`config.mk`:
```
export PLATFORM = sky130hd
export DESIGN_NAME = mmul_issue_sched
export DESIGN_NICKNAME = d
export VERILOG_FILES = /design/src/rtl/mmul_sched_pkg.sv /design/src/rtl/mmul_sched_admit.sv /design/src/rtl/mmul_sched_issue.sv /design/src/rtl/mmul_sched_pipe.sv /design/src/rtl/mmul_sched_retire.sv /design/src/rtl/mmul_issue_sched.sv
export SDC_FILE = /design/constraint.sdc
export NUM_CORES = 1
export LEC_CHECK = 0
export CORE_ASPECT_RATIO = 2
export CORE_MARGIN = 5
export CORE_UTILIZATION = 49
export CTS_BUF_LIST = sky130_fd_sc_hd__clkbuf_4
export DETAILED_ROUTE_END_ITERATION = 8
export DONT_BUFFER_PORTS = 1
export GPL_TIMING_DRIVEN = 0
export PLACE_DENSITY_LB_ADDON = 0.15
export SYNTH_ARGS = -nofsm -noshare
export SYNTH_HDL_FRONTEND = slang
export SYNTH_HIERARCHICAL = 1
export SYNTH_SLANG_ARGS = --single-unit
```
`constraint.sdc`:
```
create_clock -name clk -period 6.1 [get_ports clk]
set_input_delay 0 -clock clk [delete_from_list [all_inputs] [get_ports clk]]
set_output_delay 0 -clock clk [all_outputs]
set_load 0.01 [all_outputs]
```
`src/rtl/mmul_sched_pkg.sv`:
```
package mmul_sched_pkg;

   // number of half-operand sub-products that make up one wide operation
   localparam int NSUB = 4;

   typedef enum logic {
      MODE_NARROW = 1'b0,
      MODE_WIDE   = 1'b1
   } fmode_e;

   // issue order of the sub-products of a wide operation
   typedef enum logic [1:0] {
      SP_LL = 2'd0,
      SP_LH = 2'd1,
      SP_HL = 2'd2,
      SP_HH = 2'd3
   } subprod_e;

   typedef struct packed {
      logic   vld;
      fmode_e mode;
   } pipe_tok_t;

endpackage

```
`src/rtl/mmul_sched_admit.sv`:
```
module mmul_sched_admit
   import mmul_sched_pkg::*;
#(
   parameter int LG_II = 8
) (
   input  logic   clk,
   input  logic   rst_n,
   input  logic   req_valid,
   input  fmode_e req_mode,
   input  logic   pipe_busy,
   output logic   req_ready,
   output logic   acc_narrow,
   output logic   acc_wide
);
   localparam int GAP_W = (LG_II > 2) ? $clog2(LG_II) : 1;
   localparam logic [GAP_W-1:0] GAP_RELOAD = GAP_W'(LG_II - 1);
   localparam int CHK_W = $clog2(LG_II + 1);
   localparam logic [CHK_W-1:0] CHK_SAT = CHK_W'(LG_II);
   localparam logic [CHK_W-1:0] CHK_MIN = CHK_W'(LG_II - 1);

   logic [GAP_W-1:0] gap_q;
   fmode_e           mode_q;
   logic             mode_ok, gap_ok;

   // a mode switch needs an empty pipe; wide requests also respect the gap
   always_comb begin
      mode_ok   = (req_mode == mode_q) || !pipe_busy;
      gap_ok    = (req_mode == MODE_NARROW) || (gap_q == '0);
      req_ready = mode_ok && gap_ok;
      acc_narrow = req_valid && req_ready && (req_mode == MODE_NARROW);
      acc_wide   = req_valid && req_ready && (req_mode == MODE_WIDE);
   end

   always_ff @(posedge clk or negedge rst_n) begin
      if (!rst_n) begin
         gap_q  <= '0;
         mode_q <= MODE_NARROW;
      end else begin
         if (acc_wide)
            gap_q <= GAP_RELOAD;
         else if (gap_q != '0)
            gap_q <= gap_q - 1'b1;
         if (acc_narrow || acc_wide)
            mode_q <= req_mode;
      end
   end

   // independent cycle counter since the last wide acceptance (checker only)
   logic [CHK_W-1:0] since_wide_q;
   always_ff @(posedge clk or negedge rst_n) begin
      if (!rst_n)
         since_wide_q <= CHK_SAT;
      else if (acc_wide)
         since_wide_q <= '0;
      else if (since_wide_q != CHK_SAT)
         since_wide_q <= since_wide_q + 1'b1;
   end

   p_wide_spacing_r7: assert property (@(posedge clk) disable iff (!rst_n)
      acc_wide |-> (since_wide_q >= CHK_MIN))
      else $error("wide operations admitted too close together");

endmodule

```
`src/rtl/mmul_sched_issue.sv`:
```
module mmul_sched_issue
   import mmul_sched_pkg::*;
#(
   parameter int ID_W = 4
) (
   input  logic            clk,
   input  logic            rst_n,
   input  logic            acc_narrow,
   input  logic            acc_wide,
   input  logic [ID_W-1:0] req_id,
   output logic            iss_vld,
   output fmode_e          iss_mode,
   output subprod_e        iss_sub,
   output logic [ID_W-1:0] iss_id
);
   localparam int CNT_W = $clog2(NSUB);
   localparam logic [CNT_W-1:0] LEFT_INIT = CNT_W'(NSUB - 1);

   logic [CNT_W-1:0] left_q;
   subprod_e         next_sub_q;
   logic [ID_W-1:0]  hold_id_q;

   always_ff @(posedge clk or negedge rst_n) begin
      if (!rst_n) begin
         iss_vld    <= 1'b0;
         iss_mode   <= MODE_NARROW;
         iss_sub    <= SP_LL;
         iss_id     <= '0;
         left_q     <= '0;
         next_sub_q <= SP_LH;
         hold_id_q  <= '0;
      end else begin
         iss_vld <= 1'b0;
         if (acc_narrow) begin
            iss_vld  <= 1'b1;
            iss_mode <= MODE_NARROW;
            iss_sub  <= SP_LL;
            iss_id   <= req_id;
         end else if (acc_wide) begin
            iss_vld    <= 1'b1;
            iss_mode   <= MODE_WIDE;
            iss_sub    <= SP_LL;
            iss_id     <= req_id;
            left_q     <= LEFT_INIT;
            next_sub_q <= SP_LH;
            hold_id_q  <= req_id;
         end else if (left_q != '0) begin
            iss_vld    <= 1'b1;
            iss_mode   <= MODE_WIDE;
            iss_sub    <= next_sub_q;
            iss_id     <= hold_id_q;
            left_q     <= left_q - 1'b1;
            next_sub_q <= subprod_e'(next_sub_q + 2'd1);
         end
      end
   end

   p_sub_order_r4: assert property (@(posedge clk) disable iff (!rst_n)
      (iss_vld && iss_mode == MODE_WIDE && iss_sub != SP_LL)
      |-> ($past(iss_vld) && (2'($past(iss_sub) + 2'd1) == 2'(iss_sub))))
      else $error("wide sub-products out of order");

   p_no_issue_clash_r4: assert property (@(posedge clk) disable iff (!rst_n)
      (acc_narrow || acc_wide) |-> (left_q == '0))
      else $error("request admitted while sub-products still pending");

endmodule

```
`src/rtl/mmul_sched_pipe.sv`:
```
module mmul_sched_pipe
   import mmul_sched_pkg::*;
#(
   parameter int N_FULL  = 4,
   parameter int N_SPLIT = 5
) (
   input  logic                      clk,
   input  logic                      rst_n,
   input  logic                      tok_vld,
   input  fmode_e                    tok_mode,
   output logic [N_FULL+N_SPLIT-1:0] stg_en,
   output logic [N_SPLIT-1:0]        half_lo_en,
   output logic [N_SPLIT-1:0]        half_hi_en
);
   localparam int N_STG    = N_FULL + N_SPLIT;
   localparam int SLOT_LEN = N_FULL + 2 * N_SPLIT;
   localparam int H_POS    = N_FULL + N_SPLIT - 2;   // narrow slot position of H

   pipe_tok_t tok_q [1:SLOT_LEN-1];
   pipe_tok_t at    [SLOT_LEN];

   assign at[0] = '{vld: tok_vld, mode: tok_mode};

   for (genvar i = 1; i < SLOT_LEN; i++) begin : g_tap
      assign at[i] = tok_q[i];
   end

   always_ff @(posedge clk or negedge rst_n) begin
      if (!rst_n) begin
         for (int i = 1; i < SLOT_LEN; i++)
            tok_q[i] <= '{vld: 1'b0, mode: MODE_NARROW};
      end else begin
         tok_q[1] <= at[0];
         for (int i = 2; i < SLOT_LEN; i++)
            tok_q[i] <= tok_q[i-1];
      end
   end

   // unsplit stages: one slot per cycle in both modes
   for (genvar s = 0; s < N_FULL; s++) begin : g_full
      assign stg_en[s] = at[s].vld;
   end

   // split stages: full width for narrow, low/high halves for wide
   for (genvar j = 0; j < N_SPLIT; j++) begin : g_split
      if (j == N_SPLIT - 2) begin : g_skip
         assign stg_en[N_FULL+j] = 1'b0;
      end else if (j == N_SPLIT - 1) begin : g_last
         assign stg_en[N_FULL+j] = at[H_POS].vld && (at[H_POS].mode == MODE_NARROW);
      end else begin : g_mid
         assign stg_en[N_FULL+j] = at[N_FULL+j].vld && (at[N_FULL+j].mode == MODE_NARROW);
      end
      assign half_lo_en[j] = at[N_FULL+2*j].vld   && (at[N_FULL+2*j].mode   == MODE_WIDE);
      assign half_hi_en[j] = at[N_FULL+2*j+1].vld && (at[N_FULL+2*j+1].mode == MODE_WIDE);

      p_half_follow_r5: assert property (@(posedge clk) disable iff (!rst_n)
         half_lo_en[j] |=> half_hi_en[j])
         else $error("high half did not follow low half");
   end

   p_mode_excl_r9: assert property (@(posedge clk) disable iff (!rst_n)
      !((|stg_en[N_STG-1:N_FULL]) && (|{half_lo_en, half_hi_en})))
      else $error("narrow and wide work share the split stages");

endmodule

```
`src/rtl/mmul_sched_retire.sv`:
```
module mmul_sched_retire #(
   parameter int ID_W   = 4,
   parameter int SM_LAT = 8,
   parameter int LG_LAT = 20
) (
   input  logic            clk,
   input  logic            rst_n,
   input  logic            acc_narrow,
   input  logic            acc_wide,
   input  logic [ID_W-1:0] req_id,
   output logic            res_vld,
   output logic [ID_W-1:0] res_id,
   output logic            pipe_busy
);
   // narrow tokens enter part-way down the line so both modes exit at one tap
   localparam int NI = LG_LAT - SM_LAT;

   logic [LG_LAT:0] vld_q;
   logic [ID_W-1:0] id_q [LG_LAT+1];

   always_ff @(posedge clk or negedge rst_n) begin
      if (!rst_n) begin
         vld_q <= '0;
      end else begin
         vld_q <= {vld_q[LG_LAT-1:0], acc_wide};
         if (acc_narrow)
            vld_q[NI] <= 1'b1;
      end
   end

   always_ff @(posedge clk) begin
      id_q[0] <= req_id;
      for (int i = 1; i <= LG_LAT; i++)
         id_q[i] <= id_q[i-1];
      if (acc_narrow)
         id_q[NI] <= req_id;
   end

   assign res_vld   = vld_q[LG_LAT];
   assign res_id    = id_q[LG_LAT];
   assign pipe_busy = |vld_q;

   p_no_merge_r8: assert property (@(posedge clk) disable iff (!rst_n)
      acc_narrow |-> !(|vld_q[NI-1:0]))
      else $error("narrow operation would merge with a wide one");

endmodule

```
`src/rtl/mmul_issue_sched.sv`:
```
module mmul_issue_sched
   import mmul_sched_pkg::*;
#(
   parameter int ID_W    = 4,
   parameter int N_FULL  = 4,
   parameter int N_SPLIT = 5,
   parameter int LG_LAT  = 20,
   parameter int LG_II   = 8
) (
   input  logic                      clk,
   input  logic                      rst_n,
   input  logic                      req_valid,
   input  logic                      req_mode,
   input  logic [ID_W-1:0]           req_id,
   output logic                      req_ready,
   output logic                      iss_vld,
   output logic                      iss_mode,
   output logic [1:0]                iss_sub,
   output logic [ID_W-1:0]           iss_id,
   output logic [N_FULL+N_SPLIT-1:0] stg_en,
   output logic [N_SPLIT-1:0]        half_lo_en,
   output logic [N_SPLIT-1:0]        half_hi_en,
   output logic                      res_vld,
   output logic [ID_W-1:0]           res_id
);
   localparam int SM_LAT   = N_FULL + N_SPLIT - 1;
   localparam int LAST_USE = NSUB - 1 + N_FULL + 2 * N_SPLIT;

   if (ID_W < 1) begin : g_bad_id
      $error("ID_W must be at least 1");
   end
   if (N_FULL < 1 || N_SPLIT < 2) begin : g_bad_stages
      $error("need at least one unsplit and two split stages");
   end
   if (LG_LAT < LAST_USE || LG_LAT <= SM_LAT) begin : g_bad_lat
      $error("LG_LAT shorter than the wide occupancy of the pipe");
   end
   if (LG_II < NSUB) begin : g_bad_ii
      $error("LG_II must cover the issue of all sub-products");
   end

   logic     acc_narrow, acc_wide, pipe_busy;
   fmode_e   iss_mode_e;
   subprod_e iss_sub_e;

   mmul_sched_admit #(.LG_II(LG_II)) u_admit (
      .clk        (clk),
      .rst_n      (rst_n),
      .req_valid  (req_valid),
      .req_mode   (fmode_e'(req_mode)),
      .pipe_busy  (pipe_busy),
      .req_ready  (req_ready),
      .acc_narrow (acc_narrow),
      .acc_wide   (acc_wide)
   );

   mmul_sched_issue #(.ID_W(ID_W)) u_issue (
      .clk        (clk),
      .rst_n      (rst_n),
      .acc_narrow (acc_narrow),
      .acc_wide   (acc_wide),
      .req_id     (req_id),
      .iss_vld    (iss_vld),
      .iss_mode   (iss_mode_e),
      .iss_sub    (iss_sub_e),
      .iss_id     (iss_id)
   );

   assign iss_mode = iss_mode_e;
   assign iss_sub  = iss_sub_e;

   mmul_sched_pipe #(.N_FULL(N_FULL), .N_SPLIT(N_SPLIT)) u_pipe (
      .clk        (clk),
      .rst_n      (rst_n),
      .tok_vld    (iss_vld),
      .tok_mode   (iss_mode_e),
      .stg_en     (stg_en),
      .half_lo_en (half_lo_en),
      .half_hi_en (half_hi_en)
   );

   mmul_sched_retire #(.ID_W(ID_W), .SM_LAT(SM_LAT), .LG_LAT(LG_LAT)) u_retire (
      .clk        (clk),
      .rst_n      (rst_n),
      .acc_narrow (acc_narrow),
      .acc_wide   (acc_wide),
      .req_id     (req_id),
      .res_vld    (res_vld),
      .res_id     (res_id),
      .pipe_busy  (pipe_busy)
   );

endmodule

```
==> impl_metrics.csv <==
group,metric,value,unit
run_status,status,"complete, no violations",
die,die_height,139,µm
detailed_routing,route.vias.total,1855,
place,post-dp-hpwl,3490,µm
cells_and_area,postLayoutCellArea,0.00461,mm²
setup_path,start_kind,"register",
place,detailed_place.area,0.00418,mm²
logic_synthesis,synthDominantCellAreaShare,0.414,
cells_and_area,finalNetCount,293,
die,fp.dieW,74.4,µm
logic_synthesis,adder_and_majority_cell_fraction_of_the_synthesized_area,0.00924,
die,fp.dieArea,0.0103,mm²
logic_synthesis,ys_top_cells_by_area,"sky130_fd_sc_hd__dfxtp_1, sky130_fd_sc_hd__dfrtp_1, sky130_fd_sc_hd__and2_1, sky130_fd_sc_hd__mux2i_1, sky130_fd_sc_hd__mux2_4",
logic_synthesis,post_synth_and_or_nand_nor_area_fraction,0.0724,
global_route,grt_use_total,0.125,
logic_synthesis,yosys.area.top_type,"sky130_fd_sc_hd__dfxtp_1",
sta,final_min_period_over_clock_period,0.538,
setup_path,arrival,3.69,ns
logic_synthesis,synth_fp_nets,264,
detailed_routing,detailedRoute.firstIterationViolations,60,
clock_tree,clkLatencyLatePin,0.51,ns
cells_and_area,fillers,652,
clock_tree,cts.sink_count,151,
setup_path,worstSetupPathType,"register to register",
logic_synthesis,synthesis_stage_register_bit_count,151,
cells_and_area,layout.area.seq,0.00336,mm²
sta,report.final.slew_viol_count,0,
logic_synthesis,synth_warnings,6,
logic_synthesis,synth_top_flop_cell,"sky130_fd_sc_hd__dfxtp_1",
setup_path,critPathMaxFanout,12,
detailed_routing,drt_pre_antenna_iters,4,
clock_tree,ctsRootBufferMaster,"sky130_fd_sc_hd__clkbuf_4",
logic_synthesis,synth_async_sr_flop_share,0.444,
global_route,number_of_global_route_vias_before_repair,1936,
clock_tree,clockBufferDepth,2,
global_route,grt_antenna_before_repair,1,
cells_and_area,area_growth_syn_to_layout,13.5,%
clock_tree,numCtsBuffers,17,
sta,final.setup.tns,0,ns
detailed_routing,viasPerCell,4.71,
logic_synthesis,ys_seq_area_frac,0.827,
sta,slew_headroom,0.194,
setup_path,cp_data_required_time,6.51,ns
logic_synthesis,synthesis.instances,253,
die,initial_utilization,0.497,
sta,timing.fmax,0.305,GHz
detailed_routing,route.detailed.wl_per_inst,14.3,µm
logic_synthesis,yosys.area_share.xor_xnor,0.00216,
pwr,leakage,2.02,nW
global_route,overflow,0,
pwr,p_total,0.00219,W
global_route,grt_start_max_net_pins,68,
cells_and_area,drive_gt1_frac,0.180,
clock_tree,cts-htree-levels,4,
sta,final-setup-viol-count,0,
logic_synthesis,synth_edf_count,0,
place,routabilityCongestion,0.669,
sta,worst-slew-pin-transition,1.21,ns
sta,fin_worst_skew,0.0224,ns
logic_synthesis,netlist-cell-type-count,35,
die,placementRows,47,
detailed_routing,detail-route-antenna-nets,0,
detailed_routing,drt-total-wl,5630,µm
die,ioPinCount,41,
die,core,0.00817,mm²
logic_synthesis,synth-compound-area-share,0.0265,
sta,setup_repair_after_global_routing_missed_its_margin,"no",
hold_path,worstHoldPathType,"primary input to async pin",
run,number_of_max_cap_violations,0,
clock_tree,clock_tree_from_tritoncts,"built",
cells_and_area,area_of_combinational_cells_with_multiple_inputs,617,µm²
pwr,power.density_cell_area,475,mW/mm²
place,placement.io_buffers,0,
pwr,ir_worst_vdd,0.272,mV
logic_synthesis,syn_area_per_cell,16.0,µm²
detailed_routing,detail_route.drc_violations,0,
logic_synthesis,post_synth_design_cell_area,0.00406,mm²
global_route,wire_length_of_the_first_global_routing_pass,9340,µm
sta,hold_viol,0,
logic_synthesis,synth_top_family_by_area,"simple AND/OR/NAND/NOR gates",
setup_path,capturing_element_type_of_the_critical_path,"register",
clock_tree,cts_resized,0,
clock_tree,clk_transition_reported_paths,0.12,ns
sta,min_period,3.28,ns
logic_synthesis,multiplexer_share_of_the_synthesized_area,0.0407,
## stage by stage
| step | hold slack [ns] | setup slack, ns | utilization | cells |
|---|---|---|---|---|
| CTS | 0.0190 | 2.73 | 0.563 | 393 |
| detailed placement | -0.292 | 2.94 | 0.512 | 351 |
| global placement | -0.292 | 2.95 | 0.512 | 351 |
| finish | 0.0611 | 2.82 | 0.564 | 394 |
| global route | 0.0219 | 2.61 | 0.564 | 394 |
| floorplan | -0.296 | 3.47 | - | 253 |
## area by class of cell
| cell class | count | share of cell area |
|---|---|---|
| Sequential cell | 151 | 0.729 |
| Multi-Input combinational cell | 87 | 0.134 |
| Clock inverter | 14 | 0.0367 |
| Clock buffer | 18 | 0.0293 |
| Tap cell | 98 | 0.0266 |
| Timing Repair Buffer | 10 | 0.0255 |
| Buffer | 7 | 0.0117 |
| Inverter | 8 | 0.00652 |
| Antenna cell | 1 | 0.000543 |
## placed cells by master (no fill, tap or decap), drive strengths merged
| cell | synthesis | final |
|---|---|---|
| dfxtp | 84 | 84 |
| dfrtp | 66 | 66 |
| clkbuf | 0 | 18 |
| inv | 8 | 14 |
| and2 | 11 | 11 |
| nor2 | 11 | 11 |
| dlygate4sd3 | 0 | 9 |
| a21oi | 9 | 9 |
| buf | 7 | 8 |
| mux2 | 8 | 8 |
| nor2b | 7 | 7 |
| nand2 | 6 | 6 |
| mux2i | 6 | 6 |
| nand2b | 4 | 4 |
| nor3 | 4 | 4 |
| clkinv | 0 | 4 |
| bufinv | 0 | 3 |
| ha | 3 | 3 |
| nor4 | 3 | 3 |
| a31oi | 2 | 2 |
| or4 | 2 | 2 |
| o21ai | 2 | 2 |
| diode | 0 | 1 |
| clkinvlp | 0 | 1 |
| o2111ai | 1 | 1 |
| xnor2 | 1 | 1 |
| and3 | 1 | 1 |
| o22a | 1 | 1 |
| a211oi | 1 | 1 |
| o221ai | 1 | 1 |
| dfstp | 1 | 1 |
| conb | 1 | 1 |
| nand4 | 1 | 1 |
| or2 | 1 | 1 |
## cell usage after synthesis (all sizes together), types with 4 or more instances
cell type  number
nor3            4
mux2            8
nand2           6
buf             7
inv             8
nor2           11
nor2b           7
dfrtp          66
and2           11
nand2b          4
a21oi           9
dfxtp          84
mux2i           6
## report_power, final
part           total [W]  internal [W]  switching (W)
Clock           0.000632      0.000293       0.000339
Sequential       0.00127       0.00117       0.000102
Combinational   0.000289      0.000135       0.000154
Total            0.00219       0.00159       0.000595
## per-layer routing
layer	up-vias	GRT usage	part of all wire
li1	887	-	-
met1	909	0.142	0.39
met2	49	0.188	0.52
met3	10	0.0588	0.068
met4	0	0.0704	0.023
met5	-	0	0
## critical path: stages (launching register included)
cell and delay [ns]:
sky130_fd_sc_hd__dfrtp_1 0.39, sky130_fd_sc_hd__or4_1 0.51, sky130_fd_sc_hd__or4_1 0.58, sky130_fd_sc_hd__a21oi_1 0.99
sky130_fd_sc_hd__dlygate4sd3_1 0.68, sky130_fd_sc_hd__nor2_1 0.04
## kinds of logic after synthesis
group / count (synthesis)
buffers and inverters: 15
adders and majority gates: 3
other: 1
muxes: 14
AOI/OAI and AO/OA: 17
and+or+nand+nor: 51
xor gates and xnor gates: 1
DFF: 151
## path summary, 6_finish.rpt
check | startpoint | endpoint | slack [ns] | cells after the start
setup / recovery | u_retire/vld_q[3] | u_issue/iss_mode | 2.82 | 5
hold / removal | rst_n | u_pipe/at[3] | 0.06 | 2
setup reg to reg | u_retire/vld_q[3] | u_issue/iss_mode | 2.82 | 5
hold reg to reg | u_retire/id_q[16][0] | u_retire/id_q[17][0] | 0.33 | 0
max in group asynchronous | rst_n | u_issue/next_sub_q[0] | 5.72 | 2
min in group clk | req_mode | req_ready | 0.08 | 1
## timing repair
action,CTS,global route
hold endpoints to repair,92,0
setup buffers,0,0
hold buffers,10,0
## state kept, by name, summed over array words and instances (netlist names)
signal,flops
u_admit/gap_q,3
u_admit/mode_q,1
u_issue/hold_id_q,4
u_issue/iss_id,4
u_issue/iss_mode,1
u_issue/iss_sub,2
u_issue/iss_vld,1
u_issue/left_q,2
u_issue/next_sub_q,2
u_pipe/at,23
u_pipe/stg_en,3
u_retire/id_q,84
u_retire/vld_q,21
No activity file was read; power rests on OpenSTA's default activity.
